[config.mk]
export PLATFORM = sky130hd
export DESIGN_NAME = spi_reg_frontend
export DESIGN_NICKNAME = d
export VERILOG_FILES = /design/src/rtl/spi_fe_pkg.sv /design/src/rtl/spi_fe_fifo.sv /design/src/rtl/spi_fe_irq.sv /design/src/rtl/spi_reg_frontend.sv
export SDC_FILE = /design/constraint.sdc
export NUM_CORES = 1
export LEC_CHECK = 0
export BUFFER_PORTS_ARGS = -buffer_cell sky130_fd_sc_hd__clkbuf_2
export CORE_MARGIN = 2
export CORE_UTILIZATION = 45
export CTS_BUF_LIST = sky130_fd_sc_hd__clkbuf_8 sky130_fd_sc_hd__clkbuf_16
export DETAILED_ROUTE_END_ITERATION = 8
export PLACE_DENSITY_LB_ADDON = 0.1
export SLEW_MARGIN = 20
export SYNTH_ARGS = -nofsm -noshare
export SYNTH_HDL_FRONTEND = slang
export SYNTH_SLANG_ARGS = --single-unit
[constraint.sdc]
create_clock -name clk -period 2.4 [get_ports clk]
set_clock_uncertainty 0.1 [all_clocks]
set_input_delay 0 -clock clk [delete_from_list [all_inputs] [get_ports clk]]
set_output_delay 0 -clock clk [all_outputs]
set_load 0.005 [all_outputs]
[src/rtl/spi_fe_pkg.sv]
package spi_fe_pkg;
  localparam int ADDR_W = 6;
  localparam int WORD_W = 32;

  // register offsets; the shifter-facing software map depends on these
  localparam logic [ADDR_W-1:0] OFS_MAIN = 6'h00;
  localparam logic [ADDR_W-1:0] OFS_AUX  = 6'h04;
  localparam logic [ADDR_W-1:0] OFS_STAT = 6'h08;
  localparam logic [ADDR_W-1:0] OFS_PEEK = 6'h0C;
  localparam logic [ADDR_W-1:0] OFS_DATA = 6'h20;
  localparam logic [ADDR_W-1:0] OFS_HOLD = 6'h30;

  // control bit positions used inside this block
  localparam int BIT_FLUSH    = 9;
  localparam int BIT_IRQ_TXE  = 7;
  localparam int BIT_IRQ_IDLE = 6;

  typedef struct packed {
    logic [7:0] tx_lvl;
    logic [7:0] rx_lvl;
    logic [4:0] zero;
    logic       tx_full;
    logic       tx_empty;
    logic       rx_full;
    logic       rx_empty;
    logic       busy;
    logic [5:0] bitcnt;
  } stat_t;
endpackage

[src/rtl/spi_fe_fifo.sv]
module spi_fe_fifo #(
  parameter int WIDTH = 32,
  parameter int DEPTH = 4
) (
  input  logic                         clk,
  input  logic                         rst,
  input  logic                         clr,
  input  logic                         push,
  input  logic [WIDTH-1:0]             din,
  input  logic                         pop,
  output logic [WIDTH-1:0]             dout,
  output logic [$clog2(DEPTH+1)-1:0]   count,
  output logic                         full,
  output logic                         empty
);
  localparam int PTR_W = (DEPTH > 1) ? $clog2(DEPTH) : 1;
  localparam int CNT_W = $clog2(DEPTH + 1);
  localparam logic [PTR_W-1:0] LAST = PTR_W'(DEPTH - 1);

  logic [WIDTH-1:0] mem [DEPTH];
  logic [PTR_W-1:0] wp, rp;
  logic [CNT_W-1:0] cnt;
  logic             do_push, do_pop;

  assign full    = (cnt == CNT_W'(DEPTH));
  assign empty   = (cnt == '0);
  assign do_push = push && !full && !clr;
  assign do_pop  = pop && !empty && !clr;
  assign dout    = mem[rp];
  assign count   = cnt;

  // storage without reset so it maps onto distributed RAM
  always_ff @(posedge clk) begin
    if (do_push) mem[wp] <= din;
  end

  always_ff @(posedge clk) begin
    if (rst || clr) begin
      wp  <= '0;
      rp  <= '0;
      cnt <= '0;
    end else begin
      if (do_push) wp <= (wp == LAST) ? '0 : wp + 1'b1;
      if (do_pop)  rp <= (rp == LAST) ? '0 : rp + 1'b1;
      case ({do_push, do_pop})
        2'b10:   cnt <= cnt + 1'b1;
        2'b01:   cnt <= cnt - 1'b1;
        default: cnt <= cnt;
      endcase
    end
  end

  // R4 (transmit side) and R7 (receive side): a full queue refuses a push
  a_r4_full_no_write: assert property (@(posedge clk) disable iff (rst)
    (full && push && !pop && !clr) |=> (count == CNT_W'(DEPTH)));

  // popping an empty queue leaves it empty
  a_r5_empty_pop_stays: assert property (@(posedge clk) disable iff (rst)
    (empty && pop && !push) |=> (count == '0));

  // a clear empties the queue on the next cycle
  a_r9_clear_empties: assert property (@(posedge clk) disable iff (rst)
    clr |=> empty);
endmodule

[src/rtl/spi_fe_irq.sv]
module spi_fe_irq (
  input  logic clk,
  input  logic rst,
  input  logic en_txe,
  input  logic en_idle,
  input  logic tx_empty,
  input  logic busy,
  output logic irq
);
  always_ff @(posedge clk) begin
    if (rst) irq <= 1'b0;
    else     irq <= tx_empty && (en_txe || (en_idle && !busy));
  end

  // an enabled empty queue raises the line one cycle later
  a_r10_txe_raises: assert property (@(posedge clk) disable iff (rst)
    (en_txe && tx_empty) |=> irq);

  // a non-empty queue keeps the line low
  a_r10_busy_queue_low: assert property (@(posedge clk) disable iff (rst)
    !tx_empty |=> !irq);
endmodule

[src/rtl/spi_reg_frontend.sv]
module spi_reg_frontend
  import spi_fe_pkg::*;
#(
  parameter int DEPTH = 4
) (
  input  logic              clk,
  input  logic              rst,
  input  logic              bus_wr,
  input  logic              bus_rd,
  input  logic [ADDR_W-1:0] bus_addr,
  input  logic [WORD_W-1:0] bus_wdata,
  output logic [WORD_W-1:0] bus_rdata,
  output logic              tx_valid,
  input  logic              tx_ready,
  output logic [WORD_W-1:0] tx_word,
  output logic              tx_hold,
  input  logic              rx_valid,
  output logic              rx_ready,
  input  logic [WORD_W-1:0] rx_word,
  input  logic              shf_busy,
  input  logic [5:0]        shf_bitcnt,
  output logic [WORD_W-1:0] cfg_main,
  output logic [WORD_W-1:0] cfg_aux,
  output logic              irq
);
  localparam int CNT_W = $clog2(DEPTH + 1);
  localparam logic [WORD_W-1:0] FLUSH_MASK = WORD_W'(1) << BIT_FLUSH;

  logic [WORD_W-1:0] main_q, aux_q;
  logic wr_main, wr_aux, wr_data, wr_hold, rd_pop, flush;

  always_comb begin
    wr_main = bus_wr && (bus_addr == OFS_MAIN);
    wr_aux  = bus_wr && (bus_addr == OFS_AUX);
    wr_data = bus_wr && (bus_addr == OFS_DATA);
    wr_hold = bus_wr && (bus_addr == OFS_HOLD);
    rd_pop  = bus_rd && (bus_addr == OFS_DATA);
    flush   = wr_main && bus_wdata[BIT_FLUSH];
  end

  always_ff @(posedge clk) begin
    if (rst) begin
      main_q <= '0;
      aux_q  <= '0;
    end else begin
      if (wr_main) main_q <= bus_wdata & ~FLUSH_MASK;
      if (wr_aux)  aux_q  <= bus_wdata;
    end
  end

  assign cfg_main = main_q;
  assign cfg_aux  = aux_q;

  // transmit queue: tag bit sits above the data word
  logic [WORD_W:0]    tx_head;
  logic [CNT_W-1:0]   tx_cnt;
  logic               tx_full, tx_empty;

  spi_fe_fifo #(.WIDTH(WORD_W + 1), .DEPTH(DEPTH)) u_txq (
    .clk   (clk),
    .rst   (rst),
    .clr   (flush),
    .push  (wr_data || wr_hold),
    .din   ({wr_hold, bus_wdata}),
    .pop   (tx_valid && tx_ready),
    .dout  (tx_head),
    .count (tx_cnt),
    .full  (tx_full),
    .empty (tx_empty)
  );

  assign tx_valid = !tx_empty;
  assign tx_word  = tx_empty ? '0 : tx_head[WORD_W-1:0];
  assign tx_hold  = !tx_empty && tx_head[WORD_W];

  // receive queue
  logic [WORD_W-1:0]  rx_head;
  logic [CNT_W-1:0]   rx_cnt;
  logic               rx_full, rx_empty;

  spi_fe_fifo #(.WIDTH(WORD_W), .DEPTH(DEPTH)) u_rxq (
    .clk   (clk),
    .rst   (rst),
    .clr   (flush),
    .push  (rx_valid && rx_ready),
    .din   (rx_word),
    .pop   (rd_pop),
    .dout  (rx_head),
    .count (rx_cnt),
    .full  (rx_full),
    .empty (rx_empty)
  );

  assign rx_ready = !rx_full;

  stat_t stat;
  always_comb begin
    stat          = '0;
    stat.tx_lvl   = 8'(tx_cnt);
    stat.rx_lvl   = 8'(rx_cnt);
    stat.tx_full  = tx_full;
    stat.tx_empty = tx_empty;
    stat.rx_full  = rx_full;
    stat.rx_empty = rx_empty;
    stat.busy     = shf_busy;
    stat.bitcnt   = shf_bitcnt;
  end

  always_ff @(posedge clk) begin
    if (rst) begin
      bus_rdata <= '0;
    end else if (bus_rd) begin
      case (bus_addr)
        OFS_MAIN:           bus_rdata <= main_q;
        OFS_AUX:            bus_rdata <= aux_q;
        OFS_STAT:           bus_rdata <= stat;
        OFS_PEEK, OFS_DATA: bus_rdata <= rx_empty ? '0 : rx_head;
        default:            bus_rdata <= '0;
      endcase
    end
  end

  spi_fe_irq u_irq (
    .clk      (clk),
    .rst      (rst),
    .en_txe   (aux_q[BIT_IRQ_TXE]),
    .en_idle  (aux_q[BIT_IRQ_IDLE]),
    .tx_empty (tx_empty),
    .busy     (shf_busy),
    .irq      (irq)
  );

  // a stalled head word stays on the stream unless a flush removes it
  a_r3_stall_holds_word: assert property (@(posedge clk) disable iff (rst)
    (tx_valid && !tx_ready && !flush) |=> (tx_valid && $stable(tx_word) && $stable(tx_hold)));

  // a full receive queue keeps its level while a word is offered
  a_r7_full_rx_refuses: assert property (@(posedge clk) disable iff (rst)
    (rx_full && rx_valid && !rd_pop && !flush) |=> (rx_cnt == CNT_W'(DEPTH)));
endmodule

==> impl_metrics.tcl, run 1 <==
set metrics [dict create \
    run_status "completed" \
    hold_viol 0 \
    die-area_sq_mm 0.03332 \
    cp-end-kind "register" \
    preCtsSetupSlack_ns 0.2059 \
    antenna_found_initial 2 \
    hpwl_mm 23.76 \
    io_pins 215 \
    tightest_slew_ns 0.6795 \
    required_ns 2.69 \
    synth_xor_area_share_pct 0.3663 \
    die_w_um 182.6 \
    rsz0062_at_grt "no" \
    ys_warn_count 0 \
    top_layer "met5" \
    drv_cap 0 \
    num_vias 9165 \
    seq_area_sq_mm 0.01009 \
    min_period_over_period_pct 92.29 \
    insertion_delay_ns 0.52 \
    netlist_area_sq_mm 0.01435 \
    cts.sinks 374 \
    leakage_nw 6.481 \
    grt_overflow 0 \
    crit_top_cell "inv_1" \
    die_h_um 182.6 \
    dr_wl_met2_mm 16.81 \
    fillers 2530 \
    synthSimpleGateAreaFrac_pct 8.076 \
    ys_ff_latch 374 \
    p_per_area_mw_per_mm2 759.5 \
    gp_congestion 0.8727 \
    synth_compound_area_share_pct 6.838 \
    num_antenna_cells 0 \
    crit_family "adder cells" \
    grt_max_degree 65 \
    rows 65 \
    synth_cell_types 40 \
    critPathBufInv 4 \
    drive_gt1_share_pct 30.27 \
    cts_tree "yes" \
    drt_iter0_markers 901 \
    ys_async_sr_fraction_pct 0 \
    final_net_count 1351 \
    grt_pass1_vias 8886 \
    clockBufferDepth 3 \
    ant_nets 0 \
    grt_usage_pct 21.50 \
    maxClockFrequency_ghz 0.4515 \
    synth_top_family_by_area "multiplexers" \
    path_max_fanout 4 \
    synth_adder_area_share_pct 1.326 \
    synth_edf_count 260 \
    met1_length_mm 15.59 \
    multiInputGateArea_sq_mm 0.003895 \
    drt-total-wl_mm 35.98 \
    syn-instance-count 949 \
    syn_to_final_growth_pct 26.65 \
    first_pass_iters 5 \
    root_buffer "clkbuf_16" \
    cpMaxStageDelayCell "fa_1" \
    synth_fp_nets 1046 \
    start_util_pct 45.58 \
    slew_headroom_pct 54.70 \
    core_area_sq_mm 0.03147 \
    met3_wirelength_mm 2.189 \
    setup_slack_ns 0.1850 \
    critPathMaxStageDelay_ns 0.37 \
    setup_viol 0 \
    post-cts-setup-buffer-count 0 \
    cts_buffers 40 \
    htree_num_levels 2 \
    routed_via_density 5.433 \
    crit_type "reg -> reg" \
    critPathLaunchType "register" \
    drc_errors 0 \
    cp.arrival_ns 2.51 \
    clk_pin_slew_worst_paths_ns 0.06 \
    syn-mean-instance-area_sq_um 15.12 \
    holdCritPathClass "in -> reg" \
    grt_pass1_wl_mm 54.14 \
    synth_ff_type "edfxtp_1" \
    seq_area_frac_synth_pct 70.33 \
    vdd_drop_max_mv 0.4486 \
    synthMuxAreaShare_pct 10.41 \
    slew_violations 0 \
    crit_chain "inv_1, and3_4, inv_1, nand2_1, a21oi_1, inv_1, ha_1, inv_1, fa_1, xor2_1, nor2_1, xnor2_1, nor2_1" \
    wl_per_cell_um 21.33 \
    period_needed_ns 2.215 \
    port_buffers 213 \
    timing.setup.tns_ns 0 \
]
[layout by cell type (no fill, tap or decap), drive strengths merged, types with 32 or more instances in the layout]
cell type and instances:
edfxtp 260, mux4 65, dlygate4sd3 77, a222oi 32, dfxtp 114, a21oi 71
clkbuf 262, buf 41, and2 43, nor2 49, nand2 147
[flip-flops by register name, indices dropped and copies added, names as in the netlist, named ones only]
register	flops
cfg_main	31
u_rxq.mem	128
u_txq.mem	132
u_txq.rp	2
u_txq.wp	2
bus_rdata	32
u_rxq.count	3
cfg_aux	32
u_irq.irq	1
u_rxq.rp	2
u_rxq.wp	2
u_txq.count	3
[cell families (layout without fill, tap and decap cells)]
kind of cell    after synthesis  after routing
fa+ha+maj                    14             14
mux                          68             68
simple gates                262            262
xor+xnor                      6              6
buf+inv                      85            421
flops                       374            374
compound gates              139            139
other cells                   1              1
[synth_stat cells (all sizes together), types with 2 or more instances]
library cell,count,area (sq um)
mux2i,3,30.03
a311oi,16,140.1
a221oi,2,17.52
fa,2,40.04
nor3,3,15.01
and3,3,18.77
inv,18,67.56
a211oi,17,140.1
mux4,65,1464
ha,12,150.1
nor2b,2,12.51
and2,43,269.0
nor2,49,183.9
edfxtp,260,7807
buf,25,150.1
nand2,147,551.8
clkbuf,42,158.9
xor2,4,35.03
nor4,2,18.77
a21oi,71,355.3
a222oi,32,320.3
nand3,4,20.02
xnor2,2,17.52
or3,3,18.77
dfxtp,114,2282
[final cells by class]
cell class / count / area share (%)
Tap cell: 402 / 2.768
Multi-Input combinational cell: 490 / 21.44
Timing Repair Buffer: 330 / 12.60
Clock inverter: 23 / 0.8814
Sequential cell: 374 / 55.55
Clock buffer: 50 / 6.390
Inverter: 18 / 0.3719
[worst reg2reg max path, stage by stage (launching register included)]
cell	delay, ns
dfxtp_1	0.35
inv_1	0.12
and3_4	0.20
inv_1	0.05
nand2_1	0.10
a21oi_1	0.07
inv_1	0.07
ha_1	0.16
inv_1	0.06
fa_1	0.37
xor2_1	0.15
nor2_1	0.11
xnor2_1	0.13
nor2_1	0.05
[through the flow]
| step | instance area (sq um) | hold slack (ns) | total power, W | std cells | util, % |
|---|---|---|---|---|---|
| floorplan | 14350 | -0.001131 | 0.007475 | 949 | - |
| global placement | 16070 | 0.1205 | 0.007793 | 1537 | 51.05 |
| detailed placement | 16070 | 0.1235 | 0.007804 | 1537 | 51.05 |
| CTS | 18160 | 0.04916 | 0.01394 | 1687 | 57.69 |
| global route | 18170 | 0.09392 | 0.01425 | 1687 | 57.73 |
| finish | 18170 | 0.06004 | 0.01380 | 1687 | 57.73 |
[timing repair]
item / 4_1_cts / 5_1_grt
endpoints found under the setup margin: 0 / 2
resized for setup: 0 / 3
hold buffers: 77 / 0
hold endpoints to repair: 346 / 0
[routing by layer]
| metal | track usage [%] | vias to the layer above |
|---|---|---|
| met2 | 33.19 | 341 |
| li1 | - | 4208 |
| met4 | 8.516 | 4 |
| met3 | 4.031 | 79 |
| met1 | 30.36 | 4533 |
| met5 | 0 | - |
[path summary, 6_finish.rpt]
kind	from	to	slack, ns	cells after the start
min reg2reg	cfg_aux[26]	cfg_aux[26]	0.37	2
max	u_rxq.count[0]	u_rxq.count[2]	0.19	13
max reg2reg	u_rxq.count[0]	u_rxq.count[2]	0.19	13
min	bus_rd	bus_rdata[4]	0.06	4
[power by group]
| group | switching [W] | leakage [nW] | internal (W) |
|---|---|---|---|
| Sequential | 0.0000487 | 3.29 | 0.00704 |
| Clock | 0.00241 | 0.676 | 0.00362 |
| Combinational | 0.000375 | 2.52 | 0.000302 |
| Total | 0.00284 | 6.48 | 0.0110 |
No activity file was read; power rests on OpenSTA's default activity.
==> run 2, diff against run 1 <==
- CORE_ASPECT_RATIO: default -> 0.5
==> run 2 against run 1 <==
Effect of this change:
- first-iteration DRC count down 15%
- global-route usage is 0.12 points higher
- sequential power about the same
- final cell count grew 0.77%
- worst setup slack worse by 0.029 ns
- core utilization decreased by 0.71 points
- die area increased by 0.26%
- design area shrank 1.0%
==> impl_metrics.tcl, run 2 (same netlist as run 1, synthesis figures left out) <==
set metrics [dict create \
    maxClockFrequency_ghz 0.4457 \
    p_per_area_mw_per_mm2 737.3 \
    layout_common_cells "edfxtp_1 (260), clkbuf_2 (212), nand2_1 (147), dfxtp_1 (112), dlygate4sd3_1 (77)" \
    path_max_fanout 5 \
    drc_errors 0 \
    io_pins 215 \
    grt_overflow 0 \
    wl_per_cell_um 21.50 \
    vdd_drop_max_mv 0.4846 \
    timing.setup.tns_ns 0 \
    post-cts-setup-buffer-count 0 \
    num_vias 9133 \
    grt_pass1_wl_mm 53.83 \
    placedCellCount 1563 \
    gp_congestion 0.9091 \
    reg_top3 "u_txq.mem: 132 flops, u_rxq.mem: 128 flops" \
    clk_pin_slew_worst_paths_ns 0.07 \
    htree_num_levels 2 \
    preCtsSetupSlack_ns 0.1494 \
    core_area_sq_mm 0.03154 \
    first_pass_iters 8 \
    setup_viol 0 \
    cp-end-kind "register" \
    syn_to_final_growth_pct 25.36 \
    antenna_found_initial 0 \
    die-area_sq_mm 0.03341 \
    port_buffers 213 \
    hpwl_mm 23.93 \
    rows 46 \
    die_h_um 130.3 \
    die_w_um 256.5 \
    cp.arrival_ns 2.56 \
    required_ns 2.72 \
    top_register "u_txq.mem" \
    holdCritPathClass "in -> reg" \
    drt-total-wl_mm 36.56 \
    slew_headroom_pct 53.03 \
    period_needed_ns 2.244 \
    rsz0062_at_grt "no" \
    cts_buffers 34 \
    grt_pass1_vias 8769 \
    finalNonFillerCells 1700 \
    critPathLaunchType "register" \
    drt_iter0_markers 767 \
    final_common_cell "edfxtp_1" \
    insertion_delay_ns 0.52 \
    hold_viol 0 \
    ant_nets 0 \
    cts_tree "yes" \
    drive_gt1_share_pct 29.34 \
    grt_max_degree 65 \
    num_antenna_cells 0 \
    setup_slack_ns 0.1562 \
    grt_usage_pct 21.61 \
    start_util_pct 45.49 \
    hold_depth 4 \
    cts.sinks 374 \
    run_status "completed" \
    root_buffer "clkbuf_16" \
    drv_cap 0 \
    tightest_slew_ns 0.7022 \
    final_net_count 1341 \
    clockBufferDepth 3 \
    leakage_nw 6.352 \
    largest_register_ff_count 132 \
    routed_via_density 5.372 \
    reg2regPathDepth 11 \
    crit_type "reg -> reg" \
    slew_violations 0 \
    min_period_over_period_pct 93.49 \
]
-- run 2: cell count changes in the layout (fill, tap and decap cells not counted), sizes merged --
cell	change
clkinv	-3
inv	-2
clkbuf	-11
buf	-4
bufinv	+1
clkinvlp	+2
-- run 2: worst max-delay path, stage by stage (launching register included) --
cell	delay, ns
dfxtp_1	0.42
nor3_1	0.11
inv_1	0.08
nand2_1	0.14
a21oi_1	0.19
ha_1	0.21
inv_1	0.06
fa_1	0.37
xor2_1	0.16
nor2_1	0.12
xnor2_1	0.13
nor2_1	0.05
-- run 2: path summary, 6_finish.rpt --
kind             startpoint        endpoint  slack (ns)
max          u_txq.count[0]  u_txq.count[2]        0.16
min                  bus_rd   bus_rdata[21]        0.08
max reg2reg  u_txq.count[0]  u_txq.count[2]        0.16
min reg2reg      cfg_aux[0]      cfg_aux[0]        0.38
-- run 2: metrics by stage --
| step | hold slack, ns | power (W) | utilization, % | instance area, sq um |
|---|---|---|---|---|
| after floorplan | -0.001131 | 0.007475 | - | 14350 |
| after global placement | 0.1157 | 0.007802 | 50.98 | 16080 |
| after detailed placement | 0.1210 | 0.007822 | 50.98 | 16080 |
| after CTS | 0.03732 | 0.01339 | 57.01 | 17980 |
| after global routing | 0.1070 | 0.01371 | 57.02 | 17980 |
| final | 0.07542 | 0.01326 | 57.02 | 17980 |
-- run 2: what timing repair did --
action,CTS,global route
gates resized for setup,0,1
hold endpoints to repair,357,0
endpoints found under the setup margin,0,1
hold buffers,77,0
-- run 2: area by class of cell --
type | instances | area, sq um
fillers | 2613 | 13560
flip-flops and latches | 374 | 10090
multi-input cells | 490 | 3885
repair buffers | 326 | 2270
clock buffers | 39 | 953.4
well taps | 432 | 540.5
clock inverters | 21 | 176.4
inverters | 18 | 67.56
-- run 2: power breakdown --
| part | total [W] | switching [W] | internal, W |
|---|---|---|---|
| registers | 0.00708 | 0.0000485 | 0.00703 |
| logic | 0.000696 | 0.000387 | 0.000309 |
| clock network | 0.00548 | 0.00231 | 0.00317 |
| total | 0.0133 | 0.00275 | 0.0105 |
-- run 2: per-layer routing --
layer	GRT usage, %	up-vias	wire length (um)
met2	32.50	271	16410
met4	7.558	0	1057
met5	0	-	0
li1	-	4181	-
met1	31.88	4619	16980
met3	3.982	62	2109
==> run 3, diff against run 2 <==
- RECOVER_POWER: default -> 50
==> run 3 against run 2 <==
Effect of this change:
- worst hold slack worse by 0.0068 ns
- core utilization is 0.58 points lower
- first-iteration DRC count is 7.4% higher
- routed wire length hardly changed
- register-to-register slack better by 0.02 ns
- sequential share of layout area is 0.57 points higher
- die area stayed put
- non-clock buffer count stayed put
- combinational power is 3.0% lower
- largest power group unchanged
==> impl_metrics.tcl, run 3 (same netlist as run 1, synthesis figures left out) <==
set metrics [dict create \
    cts_tree "yes" \
    rsz0062_at_grt "no" \
    rows 46 \
    internal_power_w 0.01049 \
    die_h_um 130.3 \
    drv_cap 0 \
    p_sw_share_pct 20.74 \
    clockBufferDepth 3 \
    cp-end-kind "register" \
    post-cts-setup-buffer-count 0 \
    die_w_um 256.5 \
    min_period_over_period_pct 92.86 \
    worstReg2RegEnd "u_rxq.count[2]" \
    grt_util_met3_pct 3.982 \
    htree_num_levels 2 \
    num_vias 9176 \
    r2r_setup_slack_ns 0.17 \
    layout_common_cells "edfxtp_1 (260), nand2_1 (147), clkbuf_1 (135), dfxtp_1 (112), clkbuf_2 (78)" \
    final_common_cell "edfxtp_1" \
    sequentialPowerShare_pct 53.5 \
    insertion_delay_ns 0.52 \
    wl_per_cell_um 21.52 \
    timing.setup.tns_ns 0 \
    start_util_pct 45.49 \
    io_pins 215 \
    drt-total-wl_mm 36.58 \
    crit-reg2reg-launch "u_rxq.count[0]" \
    die-area_sq_mm 0.03341 \
    period_needed_ns 2.229 \
    leakage_nw 5.915 \
    final_net_count 1341 \
    drive_gt1_share_pct 18.53 \
    core_area_sq_mm 0.03154 \
    grtUsageMet2_pct 32.50 \
    hold_viol 0 \
    run_status "completed" \
    slew_violations 0 \
    antenna_found_initial 0 \
    setup_viol 0 \
    p_sw_w 0.002745 \
    cts.sinks 374 \
    crit_end "u_rxq.count[2]" \
    grt_usage_pct 21.61 \
    num_antenna_cells 0 \
    maxClockFrequency_ghz 0.4487 \
    p_per_area_mw_per_mm2 743.5 \
    crit_type "reg -> reg" \
    clk_pin_slew_worst_paths_ns 0.07 \
    top_register "u_txq.mem" \
    gp_congestion 0.9091 \
    port_buffers 213 \
    hpwl_mm 23.93 \
    vdd_drop_max_mv 0.4852 \
    reg_top3 "u_txq.mem: 132 flops, u_rxq.mem: 128 flops" \
    min_from "bus_rd" \
    path_max_fanout 4 \
    ant_nets 0 \
    cp-startpoint "u_rxq.count[0]" \
    grt_pass1_vias 8769 \
    routed_via_density 5.398 \
    syn_to_final_growth_pct 24.10 \
    grt_pass1_wl_mm 53.83 \
    drt_iter0_markers 824 \
    holdCritPathClass "in -> reg" \
    cts_buffers 34 \
    grt_use_met1_pct 31.88 \
    slew_headroom_pct 43.49 \
    largest_register_ff_count 132 \
    drc_errors 0 \
    grt_max_degree 65 \
    clockPowerShare_pct 41.4 \
    root_buffer "clkbuf_16" \
    reg2regPathDepth 13 \
    cp.arrival_ns 2.55 \
    hold_ws_ns 0.06863 \
    first_pass_iters 8 \
    critPathLaunchType "register" \
    fillers 2683 \
    required_ns 2.72 \
    combPwrFrac_pct 5.1 \
    tightest_slew_ns 0.8477 \
    top_usage_layer "met2" \
    p_total_w 0.01324 \
    grt_overflow 0 \
]
## run 3: cell count changes in the layout (fill, tap and decap cells not counted), sizes merged
cell and delta:
buf -1, clkbuf +1
## run 3: layout make-up
class / instances / area [sq um] / area share [%]
clock buffer: 39 / 953.4 / 5.355
clock inverter: 21 / 176.4 / 0.9909
multi-input combinational: 490 / 3879 / 21.79
inverter: 18 / 67.56 / 0.3795
timing repair buffer: 326 / 2095 / 11.76
tap: 432 / 540.5 / 3.036
sequential: 374 / 10090 / 56.69
## run 3: routing by layer
metal | vias up | routed length [um]
li1 | 4174 | -
met1 | 4643 | 16660
met2 | 297 | 16400
met3 | 62 | 2437
met4 | 0 | 1091
met5 | - | 0
## run 3: worst min path at each step
stage                      end  slack (ns)  cells past startpoint
6_report              register        0.07                      6
5_1_grt          bus_rdata[29]        0.11                      4
4_1_cts          bus_rdata[21]        0.04                      4
3_5_place_dp   u_rxq.mem[2][2]        0.12                      1
3_3_place_gp   u_rxq.mem[1][4]        0.12                      1
2_1_floorplan  u_rxq.mem[0][0]      -0.001                      0
## run 3: timing repair
action | in CTS | in global routing
gates resized for setup | 0 | 1
endpoints found under the setup margin | 0 | 1
hold buffers | 77 | 0
hold endpoints to repair | 357 | 0
## run 3: through the flow
| step | util [%] | cells | setup slack, ns | cell area (sq um) |
|---|---|---|---|---|
| global route | 56.45 | 1700 | 0.02429 | 17800 |
| floorplan | - | 949 | 0.02049 | 14350 |
| detailed placement | 50.98 | 1563 | 0.1494 | 16080 |
| finish | 56.45 | 1700 | 0.1714 | 17800 |
| global placement | 50.98 | 1563 | 0.2056 | 16080 |
| CTS | 57.01 | 1700 | 0.1831 | 17980 |
## run 3: critical path, stage by stage, from the launching register on
cell     delay, ns
dfxtp_1       0.34
inv_1         0.10
and3_1        0.19
inv_1         0.07
nand2_1       0.12
a21oi_1       0.07
inv_1         0.09
ha_1          0.17
inv_1         0.06
fa_1          0.37
xor2_1        0.15
nor2_1        0.11
xnor2_1       0.13
nor2_1        0.05
## run 3: power by group through the flow
stage / Sequential [W] / Clock, W / Combinational [W]
detailed placement: 0.00722 / 0 / 0.000599
CTS: 0.00708 / 0.00561 / 0.000703
floorplan: 0.00722 / 0 / 0.000257
global route: 0.00709 / 0.00586 / 0.000733
global placement: 0.00722 / 0 / 0.000585
finish: 0.00708 / 0.00548 / 0.000675
